### config.mk
export PLATFORM = sky130hd
export DESIGN_NAME = perf_counter_bank
export DESIGN_NICKNAME = d
export VERILOG_FILES = /design/src/rtl/pcb_pkg.sv /design/src/rtl/pcb_ctrl_reg.sv /design/src/rtl/pcb_counter.sv /design/src/rtl/pcb_read_mux.sv /design/src/rtl/perf_counter_bank.sv
export SDC_FILE = /design/constraint.sdc
export NUM_CORES = 1
export LEC_CHECK = 0
export BUFFER_PORTS_ARGS = -buffer_cell sky130_fd_sc_hd__clkbuf_2
export CORE_MARGIN = 2
export CORE_UTILIZATION = 59
export CTS_CLUSTER_SIZE = 20
export DETAILED_ROUTE_END_ITERATION = 12
export GPL_ROUTABILITY_DRIVEN = 0
export PLACE_DENSITY = 0.91
export RECOVER_POWER = 25
export SLEW_MARGIN = 20
export SYNTH_ARGS = -nofsm -noshare
export SYNTH_HDL_FRONTEND = slang
export SYNTH_SLANG_ARGS = --single-unit
### constraint.sdc
create_clock -name clk -period 3.35 [get_ports clk]
set_input_delay 0.335 -clock clk [delete_from_list [all_inputs] [get_ports clk]]
set_output_delay 0.335 -clock clk [all_outputs]
set_load 0.02 [all_outputs]
### src/rtl/pcb_pkg.sv
package pcb_pkg;
   localparam int DATA_W         = 32;
   localparam int SEL_W          = 8;
   localparam int OVF_BIT        = 0;
   localparam int CLR_BIT        = 1;
   localparam int EN_BIT         = 2;
   localparam int SEL_LSB        = 24;
   localparam int CTRL_WORD_BASE = 0;
   localparam int CNT_WORD_BASE  = 8;

   typedef struct packed {
      logic [SEL_W-1:0] sel;
      logic             en;
      logic             clr;
      logic             ovf;
   } ctrl_t;

   function automatic logic [DATA_W-1:0] pack_ctrl(input ctrl_t c);
      logic [DATA_W-1:0] v;
      v                   = '0;
      v[SEL_LSB +: SEL_W] = c.sel;
      v[EN_BIT]           = c.en;
      v[CLR_BIT]          = c.clr;
      v[OVF_BIT]          = c.ovf;
      return v;
   endfunction
endpackage

### src/rtl/pcb_ctrl_reg.sv
module pcb_ctrl_reg
   import pcb_pkg::*;
#(
   parameter bit IS_MASTER = 1'b0
) (
   input  logic              clk,
   input  logic              rst_n,
   input  logic              wr_i,
   input  logic [DATA_W-1:0] wdata_i,
   input  logic              ovf_set_i,
   output ctrl_t             ctrl_o,
   output logic              clr_pulse_o
);
   logic             en_q;
   logic             clr_q;
   logic             ovf_q;
   logic [SEL_W-1:0] sel_w;

   // enable and sticky overflow: a write may only lower the flag, hardware raises it
   always_ff @(posedge clk or negedge rst_n) begin
      if (!rst_n) begin
         en_q  <= 1'b0;
         ovf_q <= 1'b0;
      end else begin
         if (wr_i) en_q <= wdata_i[EN_BIT];
         ovf_q <= (wr_i ? (ovf_q & wdata_i[OVF_BIT]) : ovf_q) | ovf_set_i;
      end
   end

   generate
      if (IS_MASTER) begin : g_master
         logic unused_wbits;
         assign unused_wbits = ^{wdata_i[DATA_W-1:EN_BIT+1]};

         always_ff @(posedge clk or negedge rst_n) begin
            if (!rst_n)    clr_q <= 1'b0;
            else if (wr_i) clr_q <= wdata_i[CLR_BIT];
         end
         assign sel_w       = '0;
         assign clr_pulse_o = wr_i & wdata_i[CLR_BIT] & ~clr_q;

         assert_ovf_sticky_R6 : assert property (@(posedge clk) disable iff (!rst_n)
            (ovf_q && !wr_i) |=> ovf_q);
      end else begin : g_event
         logic [SEL_W-1:0] sel_q;
         logic             unused_wbits;
         assign unused_wbits = ^{wdata_i[SEL_LSB-1:EN_BIT+1]};

         always_ff @(posedge clk or negedge rst_n) begin
            if (!rst_n) begin
               clr_q <= 1'b0;
               sel_q <= '0;
            end else if (wr_i) begin
               clr_q <= 1'b1;
               sel_q <= wdata_i[SEL_LSB +: SEL_W];
            end
         end
         assign sel_w       = sel_q;
         assign clr_pulse_o = wr_i & ~wdata_i[CLR_BIT];

         assert_clr_return_R9 : assert property (@(posedge clk) disable iff (!rst_n)
            wr_i |=> clr_q);
      end
   endgenerate

   assign ctrl_o = '{sel: sel_w, en: en_q, clr: clr_q, ovf: ovf_q};
endmodule

### src/rtl/pcb_counter.sv
module pcb_counter #(
   parameter int CNT_W = 32
) (
   input  logic             clk,
   input  logic             rst_n,
   input  logic             clr_i,
   input  logic             inc_i,
   output logic [CNT_W-1:0] cnt_o,
   output logic             wrap_o
);
   logic [CNT_W-1:0] cnt_q;

   always_ff @(posedge clk or negedge rst_n) begin
      if (!rst_n)      cnt_q <= '0;
      else if (clr_i)  cnt_q <= '0;
      else if (inc_i)  cnt_q <= cnt_q + CNT_W'(1);
   end

   assign cnt_o  = cnt_q;
   assign wrap_o = inc_i & ~clr_i & (&cnt_q);

   assert_hold_R5 : assert property (@(posedge clk) disable iff (!rst_n)
      (!clr_i && !inc_i) |=> $stable(cnt_q));
   assert_step_R4 : assert property (@(posedge clk) disable iff (!rst_n)
      (inc_i && !clr_i) |=> (cnt_q == $past(cnt_q) + CNT_W'(1)));
endmodule

### src/rtl/pcb_read_mux.sv
module pcb_read_mux
   import pcb_pkg::*;
#(
   parameter int NUM_CNT = 4,
   parameter int CNT_W   = 32,
   parameter int ADDR_W  = 8
) (
   input  logic [ADDR_W-1:0]               rd_addr_i,
   input  ctrl_t [NUM_CNT-1:0]             ctrl_i,
   input  logic [NUM_CNT-1:0][CNT_W-1:0]   cnt_i,
   output logic [DATA_W-1:0]               rdata_o
);
   localparam int WORD_W = ADDR_W - 2;

   logic [WORD_W-1:0] word;
   logic              unused_lo;
   assign word      = rd_addr_i[ADDR_W-1:2];
   assign unused_lo = ^rd_addr_i[1:0];

   always_comb begin
      rdata_o = '0;
      for (int i = 0; i < NUM_CNT; i++) begin
         if (word == WORD_W'(CTRL_WORD_BASE + i)) rdata_o = pack_ctrl(ctrl_i[i]);
         if (word == WORD_W'(CNT_WORD_BASE + i))  rdata_o[CNT_W-1:0] = cnt_i[i];
      end
   end
endmodule

### src/rtl/perf_counter_bank.sv
module perf_counter_bank
   import pcb_pkg::*;
#(
   parameter int NUM_CNT = 4,
   parameter int CNT_W   = 32,
   parameter int NUM_EVT = 64,
   parameter int ADDR_W  = 8
) (
   input  logic               clk,
   input  logic               rst_n,
   input  logic               wr_en,
   input  logic [ADDR_W-1:0]  wr_addr,
   input  logic [31:0]        wr_data,
   input  logic [ADDR_W-1:0]  rd_addr,
   output logic [31:0]        rd_data,
   input  logic [NUM_EVT-1:0] evt_strobe,
   output logic               irq
);
   localparam int WORD_W = ADDR_W - 2;
   localparam int IDX_W  = (NUM_EVT > 1) ? $clog2(NUM_EVT) : 1;
   localparam logic [SEL_W:0] EVT_LIMIT = (SEL_W + 1)'(NUM_EVT);

   generate
      if (NUM_CNT < 2 || NUM_CNT > 8) begin : g_bad_cnt
         $error("NUM_CNT must be in 2..8");
      end
      if (CNT_W < 2 || CNT_W > DATA_W) begin : g_bad_width
         $error("CNT_W must be in 2..32");
      end
      if (NUM_EVT < 2 || NUM_EVT > (1 << SEL_W)) begin : g_bad_evt
         $error("NUM_EVT must be in 2..256");
      end
      if (ADDR_W < 6) begin : g_bad_addr
         $error("ADDR_W must be at least 6");
      end
   endgenerate

   ctrl_t [NUM_CNT-1:0]           ctrl;
   logic  [NUM_CNT-1:0][CNT_W-1:0] cnt;
   logic  [NUM_CNT-1:0]           wr_sel;
   logic  [NUM_CNT-1:0]           clr_pulse;
   logic  [NUM_CNT-1:0]           wrap;
   logic  [WORD_W-1:0]            wr_word;
   logic                          run;
   logic                          unused_wlo;

   assign wr_word    = wr_addr[ADDR_W-1:2];
   assign unused_wlo = ^wr_addr[1:0];
   // the master gates the whole bank
   assign run        = ctrl[0].en & ~ctrl[0].ovf;
   assign irq        = ctrl[0].ovf;

   generate
      for (genvar g = 0; g < NUM_CNT; g++) begin : g_slot
         logic inc;

         assign wr_sel[g] = wr_en && (wr_word == WORD_W'(CTRL_WORD_BASE + g));

         pcb_ctrl_reg #(.IS_MASTER(g == 0)) u_ctrl (
            .clk         (clk),
            .rst_n       (rst_n),
            .wr_i        (wr_sel[g]),
            .wdata_i     (wr_data),
            .ovf_set_i   (wrap[g]),
            .ctrl_o      (ctrl[g]),
            .clr_pulse_o (clr_pulse[g])
         );

         if (g == 0) begin : g_cycles
            assign inc = run;
         end else begin : g_events
            logic hit;
            assign hit = ({1'b0, ctrl[g].sel} < EVT_LIMIT) &&
                         evt_strobe[ctrl[g].sel[IDX_W-1:0]];
            assign inc = ctrl[g].en & run & hit;
         end

         pcb_counter #(.CNT_W(CNT_W)) u_cnt (
            .clk    (clk),
            .rst_n  (rst_n),
            .clr_i  (clr_pulse[g]),
            .inc_i  (inc),
            .cnt_o  (cnt[g]),
            .wrap_o (wrap[g])
         );
      end
   endgenerate

   pcb_read_mux #(.NUM_CNT(NUM_CNT), .CNT_W(CNT_W), .ADDR_W(ADDR_W)) u_rd (
      .rd_addr_i (rd_addr),
      .ctrl_i    (ctrl),
      .cnt_i     (cnt),
      .rdata_o   (rd_data)
   );

   assert_irq_cause_R6 : assert property (@(posedge clk) disable iff (!rst_n)
      $rose(irq) |-> $past(wrap[0]));
   assert_halted_bank_R6 : assert property (@(posedge clk) disable iff (!rst_n)
      (ctrl[0].ovf && !wr_en) |=> $stable(cnt));
   assert_frozen_bank_R5 : assert property (@(posedge clk) disable iff (!rst_n)
      (!ctrl[0].en && !wr_en) |=> $stable(cnt));
   assert_quiet_wrap_R7 : assert property (@(posedge clk) disable iff (!rst_n)
      (!wrap[0] && !wr_en) |=> $stable(irq));
endmodule

# Word level (Yosys, flattened, before mapping)
# Cells that the tools add are included.
[op_classes]
shift = 0
n_mul = 0
mux = 26
bitwise_logic = 35
n_eq_ne = 10
div = 0
reduce_logical = 17
add_sub_neg = 4
magnitude_cmp = 6
[op_table]
columns = ["operator", "count"]
rows = [
  ["two-way mux 32 bit", 15],
  ["adder 32 x 1 -> 32 bit, second input constant", 4],
  ["AND reduction 32 bit", 4],
  ["bitwise AND 1 bit", 24],
  ["equality test 6 x 2 -> 1 bit, second input constant", 4],
  ["equality test 6 x 4 -> 1 bit, second input constant", 4],
  ["< comparator 8 x 7 -> 1 bit, second input constant", 3],
  ["< comparator 6 x 7 -> 1 bit, second input constant", 3],
  ["binary-select mux 1 bit (select 6 bit)", 3],
  ["equality test 6 x 1 -> 1 bit, second input constant", 2],
  ["logical NOT 6 bit", 2],
  ["nonzero test 2 bit", 4],
  ["logical AND 1 bit", 7],
  ["two-way mux 1 bit", 7],
  ["NOT 1 bit", 7],
  ["bitwise OR 1 bit", 4],
  ["two-way mux 3 bit", 1],
]
[word_totals]
memories = 0
output_inout_bits = 33
in_bits = 115
ram_bits = 0
wordCells = 117
rom_bits = 0
latchBits = 0
regBits = 164

# Depth between registers and ports, before layout
[logic_depth]
word_depth = 9
depth_mapped = 10
ltp_nobuf = 7

# Modules after synthesis
# Synthesis repeated with hierarchy kept, for this count alone.
[hier_totals]
hier_cells = 1092
hier_area_um2 = 11243.3
[by_module_without_submodules]
columns = ["module", "seq_area_each_um2", "n_inst", "area_per_inst_um2", "cells_each"]
rows = [
  ["pcb_counter", 800.8, 4, 1662.8, 175],
  ["perf_counter_bank", 0.0, 1, 1720.4, 142],
  ["pcb_ctrl_reg (g_slot[1].u_ctrl ...)", 275.3, 3, 466.7, 28],
  ["pcb_read_mux", 0.0, 1, 1265.0, 144],
  ["pcb_ctrl_reg (g_slot[0].u_ctrl)", 75.1, 1, 206.4, 22],
]

# Least setup slack after synthesis
# Ideal clock, no wire load.
[synth_timing]
path_kind = "flip-flop to flip-flop"
start = "register g_slot[3].u_ctrl.g_event.sel_q[0]"
end = "register g_slot[3].u_cnt.cnt_q[16]"
path_stages_with_launch = 11
n_path_buf = 3
setup_slack_ns = 0.505
period_less_slack_ns = 2.845
required_time_ns = 3.284
setup_ns = 0.066
arrival_ns = 2.779
cell_sequence = "dfrtp_1 -> buf_6 -> mux4_1 -> nor4_1 -> or4_1 -> or4b_1 -> buf_2 -> and2_4 -> buf_6 -> or4_1 -> nand2_1"
[synth_via]
elab_chain_cells = 5
word_cells_on_any_way = 6
cone_classes = "1 x order compare; 2 x mux; 1 x bitwise; 2 x reduce/logical"
[synth_lines]
columns = ["element", "line", "rtl"]
rows = [
  ["start, declared", "pcb_ctrl_reg.sv:45", "logic [SEL_W-1:0] sel_q;"],
  ["start signal, assigned", "pcb_ctrl_reg.sv:55", "sel_q <= wdata_i[SEL_LSB +: SEL_W];"],
  ["binary-select mux 1 bit (select 6 bit)", "perf_counter_bank.sv:74", "evt_strobe[ctrl[g].sel[IDX_W-1:0]];"],
  ["two-way mux 1 bit (implied by the code)", "perf_counter_bank.sv:74", ""],
  ["logical AND 1 bit (*)", "perf_counter_bank.sv:73", "assign hit = ({1'b0, ctrl[g].sel} < EVT_LIMIT) &&"],
  ["bitwise AND 1 bit (*)", "perf_counter_bank.sv:75", "assign inc = ctrl[g].en & run & hit;"],
  ["nonzero test 2 bit (no source line) (*)", "-", ""],
  ["end signal, assigned", "pcb_counter.sv:16", "else if (inc_i) cnt_q <= cnt_q + CNT_W'(1);"],
  ["end, declared", "pcb_counter.sv:11", "logic [CNT_W-1:0] cnt_q;"],
]
# Every way passes the cells marked *; elsewhere a longest branch is shown, timed or not. The select of a mux whose other input is x is not followed.
# A chain may end at the register's enable or synchronous reset.

# Worst setup path after layout
[layout_timing]
start = "register g_slot[3].u_ctrl.g_event.sel_q[0]"
end = "register g_slot[3].u_ctrl.ovf_q"
[layout_via]
elab_chain_cells = 7
word_cells_on_any_way = 8
cone_classes = "1 x order compare; 2 x mux; 4 x bitwise; 1 x reduce/logical"
[layout_lines]
columns = ["element", "line", "rtl"]
rows = [
  ["binary-select mux 1 bit (select 6 bit)", "perf_counter_bank.sv:74", ""],
  ["two-way mux 1 bit (implied by the code)", "perf_counter_bank.sv:74", ""],
  ["logical AND 1 bit (*)", "perf_counter_bank.sv:73", ""],
  ["bitwise AND 1 bit (*)", "perf_counter_bank.sv:75", ""],
  ["bitwise AND 1 bit (*) (2 in series)", "pcb_counter.sv:20", "assign wrap_o = inc_i & ~clr_i & (&cnt_q);"],
  ["bitwise OR 1 bit (*)", "pcb_ctrl_reg.sv:26", "ovf_q <= (wr_i ? (ovf_q & wdata_i[OVF_BIT]) : ovf_q) | ovf_set_i;"],
  ["end signal, assigned", "pcb_ctrl_reg.sv:26", ""],
  ["end, declared", "pcb_ctrl_reg.sv:16", "logic ovf_q;"],
]
# Marked as above.

==> impl_metrics.csv <==
group,metric,value,unit
setup_path,cp-end-kind,"flip-flop",
layout,final_nets,1336,
status,status,"finished, violations left",
timing,setup_slack,208.2,ps
clock_tree,clk_latency,450,ps
power,power_density,445.5,nW/um^2
synthesis,synth_seq_cells,164,
setup_path,path_class,"reg2reg",
detailed_routing,drc,0,
global_routing,grt_pass1_wl,52690,um
power,p_int,3.814,mW
synthesis,synth_most_common_cell,"dfrtp_1",
placement,dp_worst_setup_slack,163.6,ps
synthesis,synth_seq_area_share,37.44,%
timing,period_minus_slack,3142,ps
timing,drv_slew,79,
timing,setup_tns,0,ps
die,pin_count,148,
timing,finalSetupViolCount,0,
timing,worst_pin_slew,2021,ps
global_routing,grt_pass1_vias,10061,
timing,fmax,318.3,MHz
global_routing,grt_max_degree,80,
synthesis,synth_edf_count,0,
die,initial_core_util,60.60,%
timing,max_slew_margin,-34.75,%
die,die_w,140.3,um
power,power.switching,1.745,mW
die,core,18090,um^2
synthesis,yosys-top-cells-area,"dfrtp_1 37%, mux4_2 13%, xnor2_1 4.7%",
setup_path,cp_data_arrival_time,3460,ps
worst_hold_path,min_path_cells,2,
power,power.share.switching,31.40,%
detailed_routing,antenna_left,0,
placement,io_buffer_count,122,
worst_hold_path,hp-class,"in2reg",
clock_tree,post_cts_buffers,0,
clock_tree,htreeDepth,4,
setup_path,crit_path_start_kind,"flip-flop",
timing,final_hold_viol_count,0,
die,rows,49,
detailed_routing,drt-wirelength-per-cell,22.28,um
setup_path,r2r_cells,7,
global_routing,grt_antenna_before_repair,0,
setup_path,required,3660,ps
layout,fillCellCount,1259,
clock_tree,cts.sinks,164,
synthesis,synth_top_cell_by_area,"dfrtp_1",
clock_tree,clk_pin_slew_worst_paths,70,ps
clock_tree,cts_buffers,17,
detailed_routing,drt_wl_total,32510,um
synthesis,yosysUniqueCellTypes,62,
global_routing,grt_use_total,34.24,%
die,die_h,140.3,um
synthesis,syn_inst,1105,
power,p_seq_share,45.5,%
run,max-cap-violations,1,
layout,area_growth,13.85,%
layout,fin_area,12480,um^2
detailed_routing,drt_iter0_markers,1430,
clock_tree,cts_tree,"built",
detailed_routing,vias,10216,
global_routing,grt_overflow_total,0,
clock_tree,cts_buffer_depth,2,
die,die-area,19680,um^2
power,power_frac_comb,19.5,%
synthesis,async_flop_share,100.0,%
synthesis,synth_area,10960,um^2
synthesis,synthFlopType,"dfrtp_1",
clock_tree,root_buffer,"clkbuf_16",
setup_path,cp_max_fo,23,
timing,rsz0062_at_grt,"false",
layout,n_antenna_cell,0,
layout,drive_gt1_share,24.55,%
power,leakagePower,5.129,nW
placement,dp_hpwl,23640,um
status,violations,"capacitance limit, slew limit",
synthesis,yosysWarnings,0,
synthesis,yosysTopAreaCellShare,37.44,%
placement,dpl_cell_area,11890,um^2
synthesis,synth_nets,1224,
synthesis,syn_avg_cell_area,9.919,um^2
detailed_routing,firstDrtPassIters,6,
synthesis,netlist_top_cells_count,"164 x dfrtp_1, 123 x nor2_1, 81 x nand2_1",
timing,period_share,93.78,%
detailed_routing,vias_per_cell,7.002,
power,power_frac_clock,35.0,%
timing,finalClockSkew,11.91,ps
power,ir_drop,373.4,uV
[final timing paths]
path	start	endpoint	slack [ps]
worst max-delay path	g_slot[3].u_ctrl.g_event.sel_q[0]$_DFFE_PN0N_	g_slot[3].u_ctrl.ovf_q$_DFF_PN0_	210
worst min-delay path	wr_data[26]	g_slot[3].u_ctrl.g_event.sel_q[2]$_DFFE_PN0N_	150
worst max register to register	g_slot[3].u_ctrl.g_event.sel_q[0]$_DFFE_PN0N_	g_slot[3].u_ctrl.ovf_q$_DFF_PN0_	210
max in group asynchronous	rst_n	g_slot[0].u_cnt.cnt_o[16]$_DFFE_PN0P_	840
worst min register to register	g_slot[2].u_ctrl.clr_q$_DFFE_PN0N_	g_slot[2].u_ctrl.clr_q$_DFFE_PN0N_	480
min in group asynchronous	rst_n	g_slot[0].u_ctrl.en_q$_DFFE_PN0N_	1010
[state kept, by name, summed over array words and instances, names as in the netlist]
signal,cells
g_slot.u_ctrl.clr_q,4
g_slot.u_ctrl.ovf_q,4
g_slot.u_cnt.cnt_o,128
g_slot.u_ctrl.g_event.sel_q,24
g_slot.u_ctrl.en_q,4
[what timing repair did]
action,in CTS,in global routing
setup endpoints to repair,0,3
gates resized for setup,0,3
endpoints found under the hold margin,76,0
hold buffers,1,0
[power by group through the flow]
stage | Clock, mW | Combinational, mW | Sequential [mW]
floorplan | 0 | 0.806 | 2.38
global route | 2.04 | 1.17 | 2.55
finish | 1.95 | 1.08 | 2.53
CTS | 1.95 | 1.07 | 2.51
global placement | 0 | 1.01 | 2.52
detailed placement | 0 | 1.06 | 2.53
[routing by layer]
metal	vias up	track usage [%]	wire length, um
met4	0	17.54	1646
met3	162	8.103	3572
li1	4382	-	-
met1	4935	43.38	11760
met5	-	0	0
met2	737	55.37	15530
[metrics by stage]
step                      hold slack (ps)  power [mW]  instances  util (%)
after global routing                159.8       5.758       1459     68.99
after global placement              423.8       3.528       1426     65.75
after floorplan                     39.41       3.188       1105         -
final                               153.0       5.559       1459     68.99
after CTS                           148.2       5.526       1459     69.03
after detailed placement            424.6       3.592       1426     65.75
[cell type report]
cell class                      instances  area [um^2]  share of cell area [%]
Multi-Input combinational cell        853         6521                   52.26
Sequential cell                       164         4106                   32.91
Timing Repair Buffer                  156        885.9                   7.099
Clock buffer                           18        439.2                   3.520
Tap cell                              229        286.5                   2.296
Clock inverter                         14        145.1                   1.163
Inverter                               25        93.84                  0.7520
[cell families (layout without fill, tap and decap cells)]
group / count (synthesis) / in the layout / synth area share, %
compound gates: 178 / 178 / 10.79
xor+xnor: 82 / 82 / 6.553
fa+ha+maj: 4 / 4 / 0.4566
buf+inv: 88 / 213 / 3.299
flops: 164 / 164 / 37.44
mux: 120 / 120 / 19.30
simple gates: 469 / 469 / 22.16
[layout by cell type, fill, tap and decap left out, types with 5 or more instances in the layout]
cell type,Yosys,final
mux4_2,65,65
a22oi_1,11,10
a211oi_1,11,11
inv_1,25,25
a222oi_1,5,5
o22ai_1,11,11
and4_1,6,6
nand2b_1,13,13
o21ai_0,39,39
nor2_1,123,120
dfrtp_1,164,162
nor3b_1,7,6
nand3b_1,11,11
mux2i_1,22,22
nand4_1,25,25
nand2_1,81,81
o41ai_1,7,7
o31ai_1,7,7
xor2_1,23,23
and2_1,9,9
or3_1,23,23
nor2b_1,9,9
nand3_1,59,59
nor4b_1,5,5
nor3_1,21,20
a21oi_1,49,49
a2111oi_0,6,6
xnor2_1,59,59
clkbuf_16,0,17
buf_4,1,29
or4_1,12,12
and3_1,33,33
mux2_2,29,29
nor4_1,13,13
clkbuf_2,0,122
[worst max-delay path, cell delays in order (launching register included)]
cell     delay [ps]
dfrtp_1         470
mux4_1          370
nor4_1           50
or4_1           550
or4b_4          600
and2_4          260
or3_1           400
o41ai_1         300
(Power assumes the default switching activity.)
